--- config.mk ---
export PLATFORM = sky130hd
export DESIGN_NAME = adc_autoseq
export DESIGN_NICKNAME = d
export VERILOG_FILES = /design/src/rtl/adc_autoseq_pkg.sv /design/src/rtl/autoseq_req_arb.sv /design/src/rtl/autoseq_chan_table.sv /design/src/rtl/autoseq_result_bank.sv /design/src/rtl/adc_autoseq.sv
export SDC_FILE = /design/constraint.sdc
export NUM_CORES = 1
export LEC_CHECK = 0
export ABC_CLOCK_PERIOD_IN_PS = 3100
export BUFFER_PORTS_ARGS = -buffer_cell sky130_fd_sc_hd__buf_2
export CAP_MARGIN = 40
export CORE_AREA = 5 5 165 167
export CTS_CLUSTER_DIAMETER = 40
export DETAILED_ROUTE_END_ITERATION = 7
export DIE_AREA = 0 0 170 172
export GPL_TIMING_DRIVEN = 0
export HOLD_SLACK_MARGIN = 0.08
export MAX_ROUTING_LAYER = met4
export PLACE_DENSITY = 0.82
export SLEW_MARGIN = 20
export SYNTH_ARGS = -nofsm -noshare
export SYNTH_HDL_FRONTEND = slang
export SYNTH_SLANG_ARGS = --single-unit
export TNS_END_PERCENT = 100
--- constraint.sdc ---
create_clock -name clk -period 3.1 [get_ports clk]
set_clock_uncertainty 0.1 [all_clocks]
set_input_delay 0.465 -clock clk [delete_from_list [all_inputs] [get_ports clk]]
set_output_delay 0.465 -clock clk [all_outputs]
set_load 0.03 [all_outputs]
--- src/rtl/adc_autoseq_pkg.sv ---
package adc_autoseq_pkg;

    // Controller states
    typedef enum logic [1:0] {
        ST_IDLE  = 2'd0,   // waiting for a pending request
        ST_ISSUE = 2'd1,   // start strobe for the current entry
        ST_WAIT  = 2'd2,   // waiting for the converter result
        ST_DONE  = 2'd3    // end-of-run pulse
    } seq_state_e;

    // Which lane owns the current run
    typedef enum logic {
        LANE1 = 1'b0,
        LANE2 = 1'b1
    } seq_owner_e;

    // Count register targets
    localparam logic [1:0] CNT_SEL_L1  = 2'd0;
    localparam logic [1:0] CNT_SEL_L2  = 2'd1;
    localparam logic [1:0] CNT_SEL_CAS = 2'd2;

endpackage

--- src/rtl/autoseq_req_arb.sv ---
module autoseq_req_arb
    import adc_autoseq_pkg::*;
(
    input  logic       clk,
    input  logic       rst_n,
    input  logic       clr,
    input  logic       cascade,
    input  logic       soc_l1,
    input  logic       soc_l2,
    input  logic       take,
    output logic       grant_vld,
    output seq_owner_e grant_owner
);

    logic pend1_q;
    logic pend2_q;
    logic take1;
    logic take2;

    assign take1 = take && (grant_owner == LANE1);
    assign take2 = take && (grant_owner == LANE2);

    // A new pulse wins over the clear caused by acceptance
    always_ff @(posedge clk or negedge rst_n) begin
        if (!rst_n) begin
            pend1_q <= 1'b0;
            pend2_q <= 1'b0;
        end else if (clr) begin
            pend1_q <= 1'b0;
            pend2_q <= 1'b0;
        end else begin
            pend1_q <= soc_l1 || (pend1_q && !take1);
            pend2_q <= !cascade && (soc_l2 || (pend2_q && !take2));
        end
    end

    // Fixed priority: lane 1 first
    assign grant_vld   = pend1_q || pend2_q;
    assign grant_owner = pend1_q ? LANE1 : LANE2;

endmodule

--- src/rtl/autoseq_chan_table.sv ---
module autoseq_chan_table #(
    parameter int DEPTH  = 16,
    parameter int CODE_W = 4,
    parameter int IDX_W  = $clog2(DEPTH)
) (
    input  logic              clk,
    input  logic              rst_n,
    input  logic              we,
    input  logic [IDX_W-1:0]  wr_idx,
    input  logic [CODE_W-1:0] wr_code,
    input  logic [IDX_W-1:0]  rd_idx,
    output logic [CODE_W-1:0] rd_code
);

    logic [CODE_W-1:0] ent_q [DEPTH];
    logic [DEPTH-1:0]  hit;

    // One write-select line per entry
    for (genvar g = 0; g < DEPTH; g++) begin : g_sel
        assign hit[g] = we && (wr_idx == IDX_W'(g));
    end

    always_ff @(posedge clk or negedge rst_n) begin
        if (!rst_n) begin
            for (int i = 0; i < DEPTH; i++) ent_q[i] <= '0;
        end else begin
            for (int i = 0; i < DEPTH; i++) begin
                if (hit[i]) ent_q[i] <= wr_code;
            end
        end
    end

    assign rd_code = ent_q[rd_idx];

endmodule

--- src/rtl/autoseq_result_bank.sv ---
module autoseq_result_bank #(
    parameter int DEPTH = 16,
    parameter int RES_W = 12,
    parameter int IDX_W = $clog2(DEPTH)
) (
    input  logic             clk,
    input  logic             rst_n,
    input  logic             we_a,
    input  logic [IDX_W-1:0] idx_a,
    input  logic [RES_W-1:0] data_a,
    input  logic             we_b,
    input  logic [IDX_W-1:0] idx_b,
    input  logic [RES_W-1:0] data_b,
    input  logic [IDX_W-1:0] rd_idx,
    output logic [RES_W-1:0] rd_data
);

    logic [RES_W-1:0] slot_q [DEPTH];
    logic [DEPTH-1:0] hit_a;
    logic [DEPTH-1:0] hit_b;

    for (genvar g = 0; g < DEPTH; g++) begin : g_dec
        assign hit_a[g] = we_a && (idx_a == IDX_W'(g));
        assign hit_b[g] = we_b && (idx_b == IDX_W'(g));
    end

    always_ff @(posedge clk or negedge rst_n) begin
        if (!rst_n) begin
            for (int i = 0; i < DEPTH; i++) slot_q[i] <= '0;
        end else begin
            for (int i = 0; i < DEPTH; i++) begin
                if (hit_b[i])      slot_q[i] <= data_b;
                else if (hit_a[i]) slot_q[i] <= data_a;
            end
        end
    end

    assign rd_data = slot_q[rd_idx];

endmodule

--- src/rtl/adc_autoseq.sv ---
module adc_autoseq
    import adc_autoseq_pkg::*;
#(
    parameter int HALF_DEPTH = 8,
    parameter int CODE_W     = 4,
    parameter int RES_W      = 12,
    localparam int DEPTH     = 2 * HALF_DEPTH,
    localparam int IDX_W     = $clog2(DEPTH)
) (
    input  logic              clk,
    input  logic              rst_n,
    input  logic              sync_clr,
    input  logic              cascade_mode,
    input  logic              simul_mode,
    input  logic              soc_l1,
    input  logic              soc_l2,
    input  logic              cfg_chan_we,
    input  logic [IDX_W-1:0]  cfg_chan_idx,
    input  logic [CODE_W-1:0] cfg_chan_code,
    input  logic              cfg_cnt_we,
    input  logic [1:0]        cfg_cnt_sel,
    input  logic [IDX_W-1:0]  cfg_cnt_val,
    output logic              conv_start,
    output logic [CODE_W-1:0] conv_chan,
    output logic              conv_simul,
    input  logic              conv_done,
    input  logic [RES_W-1:0]  conv_res_a,
    input  logic [RES_W-1:0]  conv_res_b,
    output logic              busy_l1,
    output logic              busy_l2,
    output logic              done_l1,
    output logic              done_l2,
    input  logic [IDX_W-1:0]  rd_slot,
    output logic [RES_W-1:0]  rd_data
);

    localparam logic [IDX_W-1:0] HALF_MASK = IDX_W'(HALF_DEPTH - 1);
    localparam logic [IDX_W-1:0] FULL_MASK = IDX_W'(DEPTH - 1);
    localparam logic [IDX_W-1:0] HALF_BASE = IDX_W'(HALF_DEPTH);

    seq_state_e        state_q;
    seq_state_e        state_d;
    seq_owner_e        owner_q;
    seq_owner_e        grant_owner;
    logic              grant_vld;
    logic              take;
    logic              wr_fire;
    logic              last_hit;
    logic              busy_any;
    logic [IDX_W-1:0]  step_q;
    logic [IDX_W-1:0]  last_step;
    logic [IDX_W-1:0]  base_idx;
    logic [IDX_W-1:0]  slot_mask;
    logic [IDX_W-1:0]  entry_idx;
    logic [IDX_W-1:0]  slot_a;
    logic [IDX_W-1:0]  slot_b;
    logic [IDX_W-1:0]  cnt_l1_q;
    logic [IDX_W-1:0]  cnt_l2_q;
    logic [IDX_W-1:0]  cnt_cas_q;
    logic [CODE_W-1:0] list_code;

    // ---------------- request latch and priority ----------------
    autoseq_req_arb u_arb (
        .clk         (clk),
        .rst_n       (rst_n),
        .clr         (sync_clr),
        .cascade     (cascade_mode),
        .soc_l1      (soc_l1),
        .soc_l2      (soc_l2),
        .take        (take),
        .grant_vld   (grant_vld),
        .grant_owner (grant_owner)
    );

    // ---------------- count registers ----------------
    always_ff @(posedge clk or negedge rst_n) begin
        if (!rst_n) begin
            cnt_l1_q  <= '0;
            cnt_l2_q  <= '0;
            cnt_cas_q <= '0;
        end else if (cfg_cnt_we) begin
            unique case (cfg_cnt_sel)
                CNT_SEL_L1:  cnt_l1_q  <= cfg_cnt_val & HALF_MASK;
                CNT_SEL_L2:  cnt_l2_q  <= cfg_cnt_val & HALF_MASK;
                CNT_SEL_CAS: cnt_cas_q <= cfg_cnt_val;
                default:     ;
            endcase
        end
    end

    // ---------------- address generation ----------------
    always_comb begin
        if (cascade_mode) begin
            base_idx  = '0;
            slot_mask = FULL_MASK;
            last_step = cnt_cas_q;
        end else if (owner_q == LANE2) begin
            base_idx  = HALF_BASE;
            slot_mask = HALF_MASK;
            last_step = cnt_l2_q;
        end else begin
            base_idx  = '0;
            slot_mask = HALF_MASK;
            last_step = cnt_l1_q;
        end
        entry_idx = base_idx | (step_q & slot_mask);
        if (simul_mode) slot_a = base_idx | ((step_q << 1) & slot_mask);
        else            slot_a = base_idx | (step_q & slot_mask);
        slot_b   = slot_a | IDX_W'(1);
        last_hit = (step_q == last_step);
    end

    // ---------------- channel list ----------------
    autoseq_chan_table #(
        .DEPTH  (DEPTH),
        .CODE_W (CODE_W),
        .IDX_W  (IDX_W)
    ) u_list (
        .clk     (clk),
        .rst_n   (rst_n),
        .we      (cfg_chan_we),
        .wr_idx  (cfg_chan_idx),
        .wr_code (cfg_chan_code),
        .rd_idx  (entry_idx),
        .rd_code (list_code)
    );

    // ---------------- state register ----------------
    always_ff @(posedge clk or negedge rst_n) begin
        if (!rst_n) state_q <= ST_IDLE;
        else        state_q <= state_d;
    end

    // ---------------- next state ----------------
    always_comb begin
        state_d = state_q;
        if (sync_clr) begin
            state_d = ST_IDLE;
        end else begin
            unique case (state_q)
                ST_IDLE:  if (grant_vld) state_d = ST_ISSUE;
                ST_ISSUE: state_d = ST_WAIT;
                ST_WAIT:  if (conv_done) state_d = last_hit ? ST_DONE : ST_ISSUE;
                ST_DONE:  state_d = ST_IDLE;
            endcase
        end
    end

    // ---------------- outputs ----------------
    always_comb begin
        conv_start = 1'b0;
        busy_any   = 1'b0;
        done_l1    = 1'b0;
        done_l2    = 1'b0;
        wr_fire    = 1'b0;
        take       = 1'b0;
        unique case (state_q)
            ST_IDLE: begin
                take = grant_vld && !sync_clr;
            end
            ST_ISSUE: begin
                conv_start = 1'b1;
                busy_any   = 1'b1;
            end
            ST_WAIT: begin
                busy_any = 1'b1;
                wr_fire  = conv_done && !sync_clr;
            end
            ST_DONE: begin
                done_l1 = (owner_q == LANE1);
                done_l2 = (owner_q == LANE2);
            end
        endcase
        busy_l1    = busy_any && (owner_q == LANE1);
        busy_l2    = busy_any && (owner_q == LANE2);
        conv_simul = simul_mode;
        if (simul_mode) conv_chan = {1'b0, list_code[CODE_W-2:0]};
        else            conv_chan = list_code;
    end

    // ---------------- step pointer and owner ----------------
    always_ff @(posedge clk or negedge rst_n) begin
        if (!rst_n) begin
            step_q  <= '0;
            owner_q <= LANE1;
        end else if (sync_clr || state_q == ST_DONE) begin
            step_q <= '0;
        end else if (take) begin
            step_q  <= '0;
            owner_q <= grant_owner;
        end else if (wr_fire && !last_hit) begin
            step_q <= step_q + IDX_W'(1);
        end
    end

    // ---------------- result storage ----------------
    autoseq_result_bank #(
        .DEPTH (DEPTH),
        .RES_W (RES_W),
        .IDX_W (IDX_W)
    ) u_bank (
        .clk     (clk),
        .rst_n   (rst_n),
        .we_a    (wr_fire),
        .idx_a   (slot_a),
        .data_a  (conv_res_a),
        .we_b    (wr_fire && simul_mode),
        .idx_b   (slot_b),
        .data_b  (conv_res_b),
        .rd_idx  (rd_slot),
        .rd_data (rd_data)
    );

endmodule

==> results of run 1 <==
==> flip-flops by register name, indices dropped and copies added, names as in the netlist, 2 cells and up <==
signal	cells
cnt_l1_q	3
u_bank.slot_q	192
cnt_cas_q	4
u_list.ent_q	64
cnt_l2_q	3
step_q	4
state_q	2
==> kinds of logic (layout without fill, tap and decap cells) <==
| logic type | count (synthesis) | count (layout) | share of synthesized area, % |
|---|---|---|---|
| AO/OA/AOI/OAI | 125 | 125 | 5.22 |
| XOR/XNOR | 3 | 3 | 0.190 |
| adder cells (fa/ha/maj) | 5 | 5 | 0.451 |
| buffers and inverters | 87 | 238 | 3.64 |
| flip-flops | 275 | 275 | 49.6 |
| multiplexers | 347 | 347 | 33.9 |
| other | 0 | 1 | 0 |
| AND/OR/NAND/NOR | 202 | 202 | 6.98 |
==> power by group through the flow <==
stage / logic (mW) / clock network (mW) / registers (mW)
detailed placement: 1.74 / 0 / 4.47
global route: 1.92 / 4.64 / 4.47
CTS: 1.76 / 4.47 / 4.42
finish: 1.76 / 4.44 / 4.42
floorplan: 1.28 / 0 / 4.36
global placement: 1.65 / 0 / 4.43
==> metrics by stage <==
step,std cells,area [um2],util [%]
2_1_floorplan,1044,13900,-
3_3_place_gp,1448,14600,57.1
3_5_place_dp,1456,14800,57.7
4_1_cts,1523,16100,62.9
5_1_grt,1531,16200,63.2
6_report,1531,16200,63.2
==> area by class of cell <==
cell class	count	area [um2]	share of cell area, %
Sequential cell	275	6880	42.5
Multi-Input combinational cell	682	6480	40.0
Clock buffer	44	1010	6.25
Timing Repair Buffer	86	601	3.71
Buffer	79	494	3.05
Tap cell	335	419	2.59
Clock inverter	21	275	1.70
Inverter	8	30.0	0.185
Antenna cell	1	2.50	0.0154
==> worst paths after layout <==
kind                                           end  cells after the start  slack (ns)              start
worst max-delay path                  conv_chan[0]                      5        0.06          step_q[0]
worst min-delay path                  cnt_cas_q[3]                      2        0.10     cfg_cnt_val[3]
worst max register to register   u_bank.slot_q[78]                      9        0.40         state_q[0]
worst min register to register   u_bank.slot_q[31]                      2        0.39  u_bank.slot_q[31]
max in group asynchronous          u_list.ent_q[7]                      4        1.40              rst_n
min in group asynchronous       u_bank.slot_q[173]                      2        0.34              rst_n
==> worst max-delay path, stage by stage, from the launching register on <==
cell and delay [ns]:
dfrtp_1 0.38, buf_6 0.14, buf_6 0.19, mux4_2 0.53, mux4_2 0.52, buf_2 0.20
==> per-layer routing <==
metal / vias up / track usage [%]
met3: 137 / 6.33
met1: 4916 / 33.2
li1: 4091 / -
met4: 0 / 13.8
met5: - / -
met2: 465 / 43.6
==> what timing repair did <==
action                     4_1_cts  5_1_grt
hold buffers                     2        0
setup endpoints to repair        4        5
pin swaps                        0        0
setup buffers                    0        4
resized for setup                5        6
hold endpoints to repair        46        0
==> placed cells by master, fill, tap and decap left out, drive strengths merged, types with 2 or more instances in the layout <==
cell         netlist  layout
xnor2              3       3
nor3b              5       5
a211o              2       2
nor2              80      80
nor3               5       5
clkinvlp           0       3
nor2b              8       8
mux4              80      80
ha                 5       5
o211a              2       2
mux2i             96      96
and2               6       6
buf               53     135
bufinv             0       5
a211oi             5       5
a31oi              4       4
a21oi             68      68
nand3b             6       6
dlygate4sd3        0       2
inv                8      14
clkinv             0       7
clkbuf            26      72
nand3             11      11
nand2b             8       8
and3b              2       2
or3                2       2
and3               3       3
o211ai             2       2
mux2             171     171
nand4              3       3
dfrtp            275     275
o21ai             38      38
and2b              2       2
nand2             57      57
==> results_dict.tcl, run 1 <==
set metrics [dict create \
    netlist.area_leader.share_pct 49.6 \
    wl_met2_um 18700 \
    power_frac_comb_pct 16.6 \
    grt_pass1_wl_um 59100 \
    finalCritPeriodShare_pct 98.0 \
    synth_seq_cells 275 \
    routed-wl-met3_um 3260 \
    p_seq_share_pct 41.6 \
    startpoint_type "flop" \
    dieArea_mm2 0.0292 \
    cap_violations 0 \
    grt_pass1_vias 10600 \
    clock.fmax_mhz 329 \
    avgSynthCellArea_um2 13.3 \
    power_switching_share_pct 26.6 \
    worst_pin_slew_ns 0.887 \
    viasPerCell 6.28 \
    grt_setup_unrepaired "no" \
    drc_errors 0 \
    synthTopCellsByArea "dfrtp_1 (50%), mux4_2 (13%), mux2_2 (12%), mux2i_1 (6.9%), a21oi_1 (2.4%)" \
    wl_per_cell_um 25.1 \
    synth_common_cells "dfrtp_1 (275), mux2_2 (142), mux2i_1 (95)" \
    highest_layer "met4" \
    synth_edf_count 0 \
    rows 59 \
    crit_type "reg2out" \
    syn_nets 1101 \
    setup.worst_path.end_class "output pin" \
    pre_cts_ws_ns 0.0496 \
    clock_tree.root_cell "clkbuf_16" \
    drt-pass1-iter-count 5 \
    clk_pin_slew_ns 0.05 \
    peakVddDrop_mv 0.477 \
    clockBufferDepth 3 \
    arrival_ns 2.47 \
    n_fill_cell 1851 \
    yosysWarnings 0 \
    hold_class "in2reg" \
    grt_max_degree 95 \
    p_sw_mw 2.82 \
    clkPwrFrac_pct 41.8 \
    min_period_ns 3.04 \
    num_vias 9609 \
    grt_overflow 0 \
    async_flop_share_pct 100 \
    fp.dieW_um 170 \
    boundaryPins 74 \
    synth_area_leader_cell "dfrtp_1" \
    grt_antenna_before_repair 1 \
    initial_core_util_pct 54.1 \
    clock-sinks 275 \
    h-tree-depth 2 \
    drt_iter0_markers 981 \
    place_hpwl_um 25600 \
    die_y_um 172 \
    slew_headroom_pct 40.8 \
    internal-power_mw 7.80 \
    grtUsageTotal_pct 27.4 \
    area_growth_pct 16.8 \
    core_area_mm2 0.0256 \
    cp.required_ns 2.53 \
    drt_wl_total_um 38400 \
    slew_viol_final 0 \
    timing.final.ws_setup_ns 0.0620 \
    gp_routability_congestion 0.908 \
    io_buffer_count 69 \
    synth_area_mm2 0.0139 \
    cp_max_fo 10 \
    finalSetupViolCount 0 \
    synth-seq-area-share_pct 49.6 \
    total_power_mw 10.6 \
    powerDensity_mw_per_mm2 656 \
    clkLatencyLatePin_ns 0.50 \
    met1Wirelength_um 14400 \
    fin_hold_ws_ns 0.101 \
    synth.most_common_cell "dfrtp_1" \
    hold_viol 0 \
    nets 1226 \
    ant_nets 0 \
    ys_types 55 \
    status "complete, no violations" \
    synth-main-ff-cell "dfrtp_1" \
    fin_tns_setup_ns 0 \
    leakagePower_nw 7.67 \
    drive_gt1_share_pct 36.7 \
    synth_cells 1044 \
    cts_buffers 37 \
    cts_tree "built" \
]
Power figures use the tool's default switching activity.
==> run 2: changes to the inputs <==
--- a/config.mk
+++ b/config.mk
@@ -8,14 +8,16 @@
 export ABC_CLOCK_PERIOD_IN_PS = 3100
 export BUFFER_PORTS_ARGS = -buffer_cell sky130_fd_sc_hd__buf_2
 export CAP_MARGIN = 40
-export CORE_AREA = 5 5 165 167
+export CORE_AREA = 10 10 170 172
+export CTS_BUF_LIST = sky130_fd_sc_hd__clkbuf_2
 export CTS_CLUSTER_DIAMETER = 40
 export DETAILED_ROUTE_END_ITERATION = 7
-export DIE_AREA = 0 0 170 172
+export DIE_AREA = 0 0 180 182
 export GPL_TIMING_DRIVEN = 0
 export HOLD_SLACK_MARGIN = 0.08
 export MAX_ROUTING_LAYER = met4
 export PLACE_DENSITY = 0.82
+export SKIP_CTS_REPAIR_TIMING = 1
 export SLEW_MARGIN = 20
 export SYNTH_ARGS = -nofsm -noshare
 export SYNTH_HDL_FRONTEND = slang
==> run 2 against run 1 <==
Net effect: the run now ends with negative setup slack left; cell area is 0.50% lower; critical path depth is 1 higher; largest cell class unchanged; worst setup slack worse by 0.24 ns; clock power is 41% lower; largest power group is now registers; power is 16% lower; count of clock-buffer cells in the layout is 57 higher; die area is 12% higher; core utilization is 0.32 points lower.
==> results_dict.tcl, run 2 (synthesis results as in run 1) <==
set metrics [dict create \
    clock_tree.root_cell "clkbuf_2" \
    cts_buffers 71 \
    hold_class "in2reg" \
    die_y_um 182 \
    cp_cell_sequence "buf_6 -> buf_12 -> mux4_2 -> mux4_2 -> nor2b_4 -> buf_6" \
    max_stage_delay_ns 0.50 \
    violations "negative setup slack" \
    clk_pin_slew_ns 0.10 \
    p_seq_share_pct 49.5 \
    timing.final.ws_setup_ns -0.180 \
    leakagePower_nw 7.77 \
    crit_type "reg2out" \
    clkPwrFrac_pct 29.7 \
    dp_cells 1455 \
    grt_max_degree 97 \
    top_register "u_bank.slot_q" \
    num_vias 10100 \
    total_power_mw 8.90 \
    clock.fmax_mhz 305 \
    ant_nets 0 \
    rows 59 \
    path_delay_family "multiplexers" \
    drt-pass1-iter-count 7 \
    cts_tree "built" \
    reg_top3 "u_bank.slot_q (192), u_list.ent_q (64)" \
    p_sw_mw 2.68 \
    viasPerCell 6.19 \
    power_frac_comb_pct 20.8 \
    clock-sinks 275 \
    drc_errors 0 \
    cp_max_fo 6 \
    peakVddDrop_mv 0.404 \
    arrival_ns 2.72 \
    h-tree-depth 3 \
    wl_per_cell_um 23.6 \
    layout_common_cells "dfrtp_1 (275), mux2_2 (142), clkbuf_2 (101)" \
    clkLatencyLatePin_ns 0.80 \
    hold_viol 0 \
    multi_input_area_mm2 0.00649 \
    finalCritPeriodShare_pct 106 \
    min_period_ns 3.28 \
    startpoint_type "flop" \
    final_common_cell "dfrtp_1" \
    seq_area_mm2 0.00688 \
    status "finished, violations left" \
    boundaryPins 74 \
    core_area_mm2 0.0256 \
    grt_antenna_before_repair 1 \
    cpMaxStageDelayCell "mux4_2" \
    cp.buffers_inverters 3 \
    powerDensity_mw_per_mm2 552 \
    gp_routability_congestion 0.910 \
    io_buffer_count 69 \
    slew_headroom_pct 37.4 \
    grt_setup_unrepaired "yes" \
    grt_overflow 0 \
    finalSetupViolCount 6 \
    drt_wl_total_um 38600 \
    initial_core_util_pct 54.1 \
    fp.dieW_um 180 \
    internal-power_mw 6.22 \
    nets 1311 \
    setup.worst_path.end_class "output pin" \
    cp.required_ns 2.53 \
    drt_iter0_markers 1020 \
    dieArea_mm2 0.0328 \
    cap_violations 0 \
    power_switching_share_pct 30.2 \
    grtUsageTotal_pct 23.2 \
    drive_gt1_share_pct 37.3 \
    grt_pass1_vias 10400 \
    area_growth_pct 16.2 \
    n_fill_cell 1864 \
    layout.cells.non_filler 1635 \
    worst_pin_slew_ns 0.940 \
    slew_viol_final 0 \
    grt_pass1_wl_um 58100 \
    clockBufferDepth 3 \
    largest_reg_flops 192 \
    place_hpwl_um 25400 \
]
run 2: through the flow:
step,cell area (um2),utilization [%],hold slack [ns],worst slack (ns),setup TNS (ns)
floorplan,13900,-,0.0694,0.617,0
global placement,14600,57.1,0.361,-3.50,-956.34
detailed placement,14800,57.7,0.315,0.0289,0
CTS,15400,60.3,-0.612,-0.576,-2.05
global route,16100,62.9,0.0861,-0.308,-1.20
finish,16100,62.9,0.0945,-0.180,-0.670
run 2: tightest hold or removal path, cell delays in order:
cell     delay, ns
buf_2         0.11
nor3b_1       0.09
nand2_1       0.18
mux2_2        0.18
run 2: final timing paths:
kind	slack, ns	cells past startpoint	endpoint	start
setup / recovery	-0.18	6	conv_chan[3]	step_q[0]
hold / removal	0.09	4	u_list.ent_q[62]	cfg_chan_idx[3]
setup reg to reg	0.12	9	u_bank.slot_q[100]	state_q[0]
hold reg to reg	0.40	1	u_bank.slot_q[21]	u_bank.slot_q[21]
max in group asynchronous	1.32	5	u_bank.slot_q[181]	rst_n
min in group asynchronous	0.57	3	u_bank.slot_q[171]	rst_n
run 2: area by class of cell:
type                       count  area share (%)
clock buffer                 101            3.14
timing repair buffer         137            6.99
multi-input combinational    682            40.3
sequential                   275            42.7
buffer                        79            3.14
clock inverter                17           0.978
antenna                        1          0.0155
inverter                       8           0.186
tap                          335            2.60
run 2: power by group through the flow:
stage               Sequential (mW)  Combinational, mW  Clock (mW)
floorplan                      4.36               1.28           0
finish                         4.40               1.85        2.64
global placement               4.43               1.65           0
CTS                            4.40               1.74        2.67
global route                   4.46               2.01        2.88
detailed placement             4.47               1.74           0
run 2: layer usage:
| layer | GRT usage (%) | wire (um) | part of all wire [%] |
|---|---|---|---|
| met2 | 36.9 | 18900 | 49 |
| met5 | - | 0 | 0 |
| met3 | 5.23 | 3320 | 8.6 |
| met4 | 10.3 | 1540 | 4.0 |
| met1 | 28.1 | 14800 | 38 |
